--- src/rtl/mscan_pkg.sv ---
package mscan_pkg;
  localparam int COORD_W = 8;
  localparam int ADDR_W  = 2 * COORD_W;

  typedef logic [COORD_W-1:0] coord_t;

  // tag carried alongside each memory read
  typedef struct packed {
    logic   vld;   // a read was issued for this slot
    logic   eol;   // last pixel of its line
    logic   fin;   // last pixel of the scan
    logic   cmaj;  // column-major traversal
    coord_t row;
    coord_t col;
  } tag_t;

  // advance a coordinate, wrapping to zero after lim
  function automatic coord_t wrap_inc(coord_t v, coord_t lim);
    return (v == lim) ? '0 : v + coord_t'(1);
  endfunction

  // floor of the mean of two positions, without overflow
  function automatic coord_t mid_of(coord_t a, coord_t b);
    logic [COORD_W:0] s;
    s = {1'b0, a} + {1'b0, b};
    return s[COORD_W:1];
  endfunction
endpackage

--- src/rtl/mscan_addr_gen.sv ---
module mscan_addr_gen
  import mscan_pkg::*;
#(
  parameter int ROWS = 240,
  parameter int COLS = 247
) (
  input  logic   clk,
  input  logic   rst_n,
  input  logic   start,
  input  logic   mode,
  output logic   busy,
  output logic   cmaj,
  output coord_t row,
  output coord_t col,
  output logic   eol,
  output logic   fin
);
  localparam coord_t RMAX = coord_t'(ROWS - 1);
  localparam coord_t CMAX = coord_t'(COLS - 1);

  logic   row_top, col_top;
  coord_t row_n, col_n;

  assign row_top = (row == RMAX);
  assign col_top = (col == CMAX);
  assign fin     = row_top && col_top;
  assign eol     = cmaj ? row_top : col_top;

  always_comb begin
    if (cmaj) begin
      row_n = wrap_inc(row, RMAX);
      col_n = row_top ? wrap_inc(col, CMAX) : col;
    end else begin
      col_n = wrap_inc(col, CMAX);
      row_n = col_top ? wrap_inc(row, RMAX) : row;
    end
  end

  always_ff @(posedge clk) begin
    if (!rst_n) begin
      busy <= 1'b0;
      cmaj <= 1'b0;
      row  <= '0;
      col  <= '0;
    end else if (start && !busy) begin
      busy <= 1'b1;
      cmaj <= mode;
      row  <= '0;
      col  <= '0;
    end else if (busy) begin
      row <= row_n;
      col <= col_n;
      if (fin) busy <= 1'b0;
    end
  end
endmodule

--- src/rtl/mscan_tag_pipe.sv ---
module mscan_tag_pipe
  import mscan_pkg::*;
#(
  parameter int RD_LAT = 1
) (
  input  logic clk,
  input  logic rst_n,
  input  tag_t tag_in,
  output tag_t tag_out
);
  localparam int DEPTH = (RD_LAT < 1) ? 1 : RD_LAT;

  tag_t stage [DEPTH];

  always_ff @(posedge clk) begin
    if (!rst_n) begin
      for (int i = 0; i < DEPTH; i++) stage[i] <= '0;
    end else begin
      stage[0] <= tag_in;
      for (int i = 1; i < DEPTH; i++) stage[i] <= stage[i-1];
    end
  end

  assign tag_out = stage[DEPTH-1];
endmodule

--- src/rtl/mscan_line_trk.sv ---
module mscan_line_trk
  import mscan_pkg::*;
#(
  parameter logic [7:0] MARKER = 8'hFF
) (
  input  logic       clk,
  input  logic       rst_n,
  input  tag_t       tag,
  input  logic [7:0] rdata,
  output logic       hit,
  output logic       mark_valid,
  output coord_t     mark_row,
  output coord_t     mark_col,
  output logic       line_valid,
  output coord_t     line_idx,
  output logic       line_found,
  output coord_t     line_mid,
  output logic       done
);
  coord_t pos, line, first_q, last_q, first_n, last_n;
  logic   have_q, found_n;

  assign hit     = tag.vld && (rdata == MARKER);
  assign pos     = tag.cmaj ? tag.row : tag.col;
  assign line    = tag.cmaj ? tag.col : tag.row;
  assign found_n = have_q || hit;
  assign first_n = have_q ? first_q : pos;
  assign last_n  = hit ? pos : last_q;

  always_ff @(posedge clk) begin
    if (!rst_n) begin
      have_q     <= 1'b0;
      first_q    <= '0;
      last_q     <= '0;
      mark_valid <= 1'b0;
      mark_row   <= '0;
      mark_col   <= '0;
      line_valid <= 1'b0;
      line_idx   <= '0;
      line_found <= 1'b0;
      line_mid   <= '0;
      done       <= 1'b0;
    end else begin
      mark_valid <= hit;
      line_valid <= tag.vld && tag.eol;
      done       <= tag.vld && tag.fin;
      if (hit) begin
        mark_row <= tag.row;
        mark_col <= tag.col;
      end
      if (tag.vld) begin
        if (tag.eol) begin
          line_idx   <= line;
          line_found <= found_n;
          line_mid   <= found_n ? mid_of(first_n, last_n) : '0;
          have_q     <= 1'b0;
        end else if (hit) begin
          have_q  <= 1'b1;
          first_q <= first_n;
          last_q  <= pos;
        end
      end
    end
  end
endmodule

--- src/rtl/marker_scan_top.sv ---
module marker_scan_top
  import mscan_pkg::*;
#(
  parameter int         ROWS   = 240,
  parameter int         COLS   = 247,
  parameter int         RD_LAT = 1,
  parameter logic [7:0] MARKER = 8'hFF
) (
  input  logic        clk,
  input  logic        rst_n,
  input  logic        start,
  input  logic        mode,
  output logic [15:0] mem_addr,
  output logic        mem_rd_en,
  input  logic [7:0]  mem_rdata,
  output logic        mark_valid,
  output logic [7:0]  mark_row,
  output logic [7:0]  mark_col,
  output logic        line_valid,
  output logic [7:0]  line_idx,
  output logic        line_found,
  output logic [7:0]  line_mid,
  output logic        done
);
  // named internal events for the checker
  logic   scan_busy, scan_cmaj, issue_eol, issue_fin, pix_hit;
  coord_t cur_row, cur_col;
  tag_t   issue_tag, data_tag;

  mscan_addr_gen #(.ROWS(ROWS), .COLS(COLS)) u_agen (
    .clk   (clk),
    .rst_n (rst_n),
    .start (start),
    .mode  (mode),
    .busy  (scan_busy),
    .cmaj  (scan_cmaj),
    .row   (cur_row),
    .col   (cur_col),
    .eol   (issue_eol),
    .fin   (issue_fin)
  );

  assign mem_addr  = {cur_row, cur_col};
  assign mem_rd_en = scan_busy;

  always_comb begin
    issue_tag      = '0;
    issue_tag.vld  = scan_busy;
    issue_tag.eol  = issue_eol;
    issue_tag.fin  = issue_fin;
    issue_tag.cmaj = scan_cmaj;
    issue_tag.row  = cur_row;
    issue_tag.col  = cur_col;
  end

  mscan_tag_pipe #(.RD_LAT(RD_LAT)) u_pipe (
    .clk     (clk),
    .rst_n   (rst_n),
    .tag_in  (issue_tag),
    .tag_out (data_tag)
  );

  mscan_line_trk #(.MARKER(MARKER)) u_trk (
    .clk        (clk),
    .rst_n      (rst_n),
    .tag        (data_tag),
    .rdata      (mem_rdata),
    .hit        (pix_hit),
    .mark_valid (mark_valid),
    .mark_row   (mark_row),
    .mark_col   (mark_col),
    .line_valid (line_valid),
    .line_idx   (line_idx),
    .line_found (line_found),
    .line_mid   (line_mid),
    .done       (done)
  );
endmodule

--- config.mk ---
export PLATFORM = sky130hd
export DESIGN_NAME = marker_scan_top
export DESIGN_NICKNAME = d
export VERILOG_FILES = /design/src/rtl/mscan_pkg.sv /design/src/rtl/mscan_addr_gen.sv /design/src/rtl/mscan_tag_pipe.sv /design/src/rtl/mscan_line_trk.sv /design/src/rtl/marker_scan_top.sv
export SDC_FILE = /design/constraint.sdc
export NUM_CORES = 1
export LEC_CHECK = 0
export ABC_CLOCK_PERIOD_IN_PS = 6000
export BUFFER_PORTS_ARGS = -buffer_cell sky130_fd_sc_hd__buf_2
export CAP_MARGIN = 20
export CORE_ASPECT_RATIO = 1.1
export CORE_MARGIN = 1.5
export CORE_UTILIZATION = 45
export CTS_CLUSTER_SIZE = 20
export DETAILED_ROUTE_END_ITERATION = 10
export GPL_ROUTABILITY_DRIVEN = 0
export PLACE_DENSITY_LB_ADDON = 0.3
export SLEW_MARGIN = 25
export SYNTH_ARGS = -nofsm -noshare
export SYNTH_HDL_FRONTEND = slang
export SYNTH_SLANG_ARGS = --single-unit
--- constraint.sdc ---
create_clock -name clk -period 6 [get_ports clk]
set_clock_uncertainty 0.15 [all_clocks]
set_input_delay 1.2 -clock clk [delete_from_list [all_inputs] [get_ports clk]]
set_output_delay 1.2 -clock clk [all_outputs]
set_load 0.02 [all_outputs]
==> flow_metrics.tcl <==
set metrics [dict create \
    clk_latency_ns 0.36 \
    finalCriticalPeriod_ns 4.143 \
    wl_per_cell_um 13.96 \
    grt_pass1_wl_um 14210 \
    syn_inst 438 \
    first_iter_violations 128 \
    hold_viol_final 0 \
    crit_fanout 29 \
    worstHoldPathCells 2 \
    reg2reg_to "u_trk.line_mid[5]$_SDFFE_PN0P_" \
    synth.cell_area_um2 3975 \
    num_rows 35 \
    worstSetupEndpointType "flip-flop" \
    die-width_um 92.61 \
    port-buffer-count 64 \
    ys_types 51 \
    path_clk_slew_ns 0.09 \
    clk_path_buf_depth 2 \
    synth-edff-count 0 \
    worst_r2r_startpoint "u_pipe.stage[0][19]$_SDFF_PN0_" \
    p_leak_nw 1.942 \
    synth_top_area_frac 0.4583 \
    cts_buffers 9 \
    nets 520 \
    hold_end "u_trk.line_found$_SDFFE_PN0P_" \
    critPathKind "in2reg" \
    ant_nets 0 \
    async_flop_share 0 \
    yosysSeqAreaShare 0.4583 \
    initial_core_util 0.4679 \
    ctsHoldBuffers 0 \
    hpwl_um 6176 \
    fin_util 0.5408 \
    cap_violations 0 \
    fin_cells 613 \
    synth_seq_cells 91 \
    drive_above_1_share 0.1853 \
    pin_count 65 \
    cts-root-buf "clkbuf_8" \
    routed_wl_um 8556 \
    cts.repair.resized 0 \
    viasPerCell 5.171 \
    tritoncts "yes" \
    synth_fp_nets 461 \
    drv_slew 0 \
    synth_area_leaders "dfxtp_1 (46%), nand2_1 (7.8%), mux2i_1 (5.8%)" \
    dp.cells 597 \
    dr.pass1.iters 4 \
    grt_usage 0.1923 \
    diodes 0 \
    drc 0 \
    max_freq_mhz 241.4 \
    r2r_slack_ns 2.38 \
    r2r_cells 10 \
    syn_area_per_cell_um2 9.075 \
    yosys_most_used_dff "dfxtp_1" \
    core_um2 8496 \
    critPathLaunchType "input port" \
    grt_overflow 0 \
    htreeDepth 3 \
    yosysWarnings 0 \
    setup-violations-final 0 \
    dieArea_um2 9407 \
    grt_max_degree 60 \
    syn_to_final_growth_pct 15.58 \
    tightest_slew_ns 1.016 \
    hold_class "reg2reg" \
    cp.required_ns 6.14 \
    setup_tns_ns 0 \
    slew_headroom 0.3229 \
    first_global_vias 2972 \
    rsz0062_at_grt "false" \
    finalCritPeriodShare 0.6905 \
    critical_path_arrival_ns 4.28 \
    die_h_um 101.6 \
    post_cts_buffers 0 \
    peakVddDrop_uv 119.8 \
    vias 3170 \
    antenna_found_initial 0 \
    hp-start "u_trk.line_found$_SDFFE_PN0P_" \
    clock-sinks 91 \
    synth_largest_area_cell "dfxtp_1" \
    status "finished clean" \
    powerDensity_nw_per_um2 242.0 \
]
==> worst max-delay path, stage by stage <==
cell,delay [ns]
buf_2,0.08
nand4_2,0.16
or3_1,0.80
o21ai_0,0.49
ha_1,0.31
nor2b_1,0.13
o21ai_0,0.15
nand2_1,0.11
maj3_2,0.33
a2111o_1,0.41
o211ai_1,0.09
==> cell usage in the layout (no fill, tap or decap), drive strengths merged, types with 8 or more instances in the layout <==
cell type,count
dfxtp,91
nand2,83
buf,66
o21ai,27
mux2i,23
nor2,23
and2,21
a21boi,19
a21oi,16
inv,15
xnor2,12
o211a,10
ha,10
clkbuf,10
nor3,9
nor2b,8
==> worst max-delay path by stage <==
stage | end | start
after detailed placement | u_trk.line_mid[5]$_SDFFE_PN0P_ | mem_rdata[4]
after CTS | u_trk.line_mid[5]$_SDFFE_PN0P_ | mem_rdata[4]
final | u_trk.line_mid[5]$_SDFFE_PN0P_ | mem_rdata[5]
after global routing | u_trk.line_mid[5]$_SDFFE_PN0P_ | mem_rdata[5]
after global placement | u_trk.line_mid[5]$_SDFFE_PN0P_ | mem_rdata[5]
after floorplan | u_trk.line_mid[5]$_SDFFE_PN0P_ | mem_rdata[5]
==> layer usage <==
metal	routed length, um	track usage
met4	128	0.08974
met5	0	0
met1	3855	0.2349
met2	4174	0.3275
met3	397	0.03754
==> per-stage QoR <==
| stage | setup WS, ns | cell area (um^2) | hold slack, ns | power, W |
|---|---|---|---|---|
| floorplan | 2.025 | 3975 | 0.2936 | 0.0006497 |
| global placement | 1.666 | 4370 | 0.2793 | 0.0006606 |
| detailed placement | 1.489 | 4370 | 0.2873 | 0.0006615 |
| CTS | 1.868 | 4594 | 0.3091 | 0.001125 |
| global route | 1.658 | 4594 | 0.3244 | 0.001152 |
| finish | 1.857 | 4594 | 0.3038 | 0.001112 |
==> flip-flops by register name, summed over array words and instances (netlist names) <==
register,flops
u_trk.last_q,8
u_agen.col,8
u_trk.mark_valid,1
u_agen.busy,1
u_trk.line_found,1
u_trk.mark_row,8
u_pipe.stage,20
u_trk.mark_col,8
u_trk.first_q,8
u_agen.row,8
u_trk.line_idx,8
u_trk.have_q,1
u_agen.cmaj,1
u_trk.line_valid,1
u_trk.line_mid,8
u_trk.done,1
==> power breakdown <==
| group | leakage (nW) | total [W] | switching [W] | internal, W |
|---|---|---|---|---|
| logic | 1.10 | 0.0000333 | 0.0000196 | 0.0000137 |
| clock network | 0.109 | 0.000465 | 0.000224 | 0.000241 |
| registers | 0.734 | 0.000614 | 0.00000735 | 0.000607 |
==> area by class of cell <==
type,count,area [um^2]
clock buffers,10,127.6
clock inverters,6,96.34
fillers,819,3901
inverters,13,48.80
multi-input cells,316,2026
flip-flops and latches,91,1822
well taps,111,138.9
repair buffers,66,335.3
==> logic make-up after synthesis <==
kind of cell | share of synthesized area
adders and majority gates | 0.04186
and+or+nand+nor | 0.1989
xor gates and xnor gates | 0.03966
AOI/OAI and AO/OA | 0.1646
DFF | 0.4583
buffers and inverters | 0.03210
muxes | 0.06452
==> cells in the mapped netlist, types with 3 or more instances <==
master    instances
o31ai_1           3
nand3_1           5
nand2_1          83
clkbuf_1         13
and2_1           21
a21boi_0         18
buf_2             3
nor2_1           23
a21o_1            4
nor3_1            8
a21oi_1          16
inv_1            12
o21ai_0          27
dfxtp_1          91
nor2b_1           8
mux2i_1          23
o211a_1          10
o21a_1            3
xnor2_1          12
and3_1            3
ha_1             10
xor2_1            6
Power figures use the tool's default switching activity.
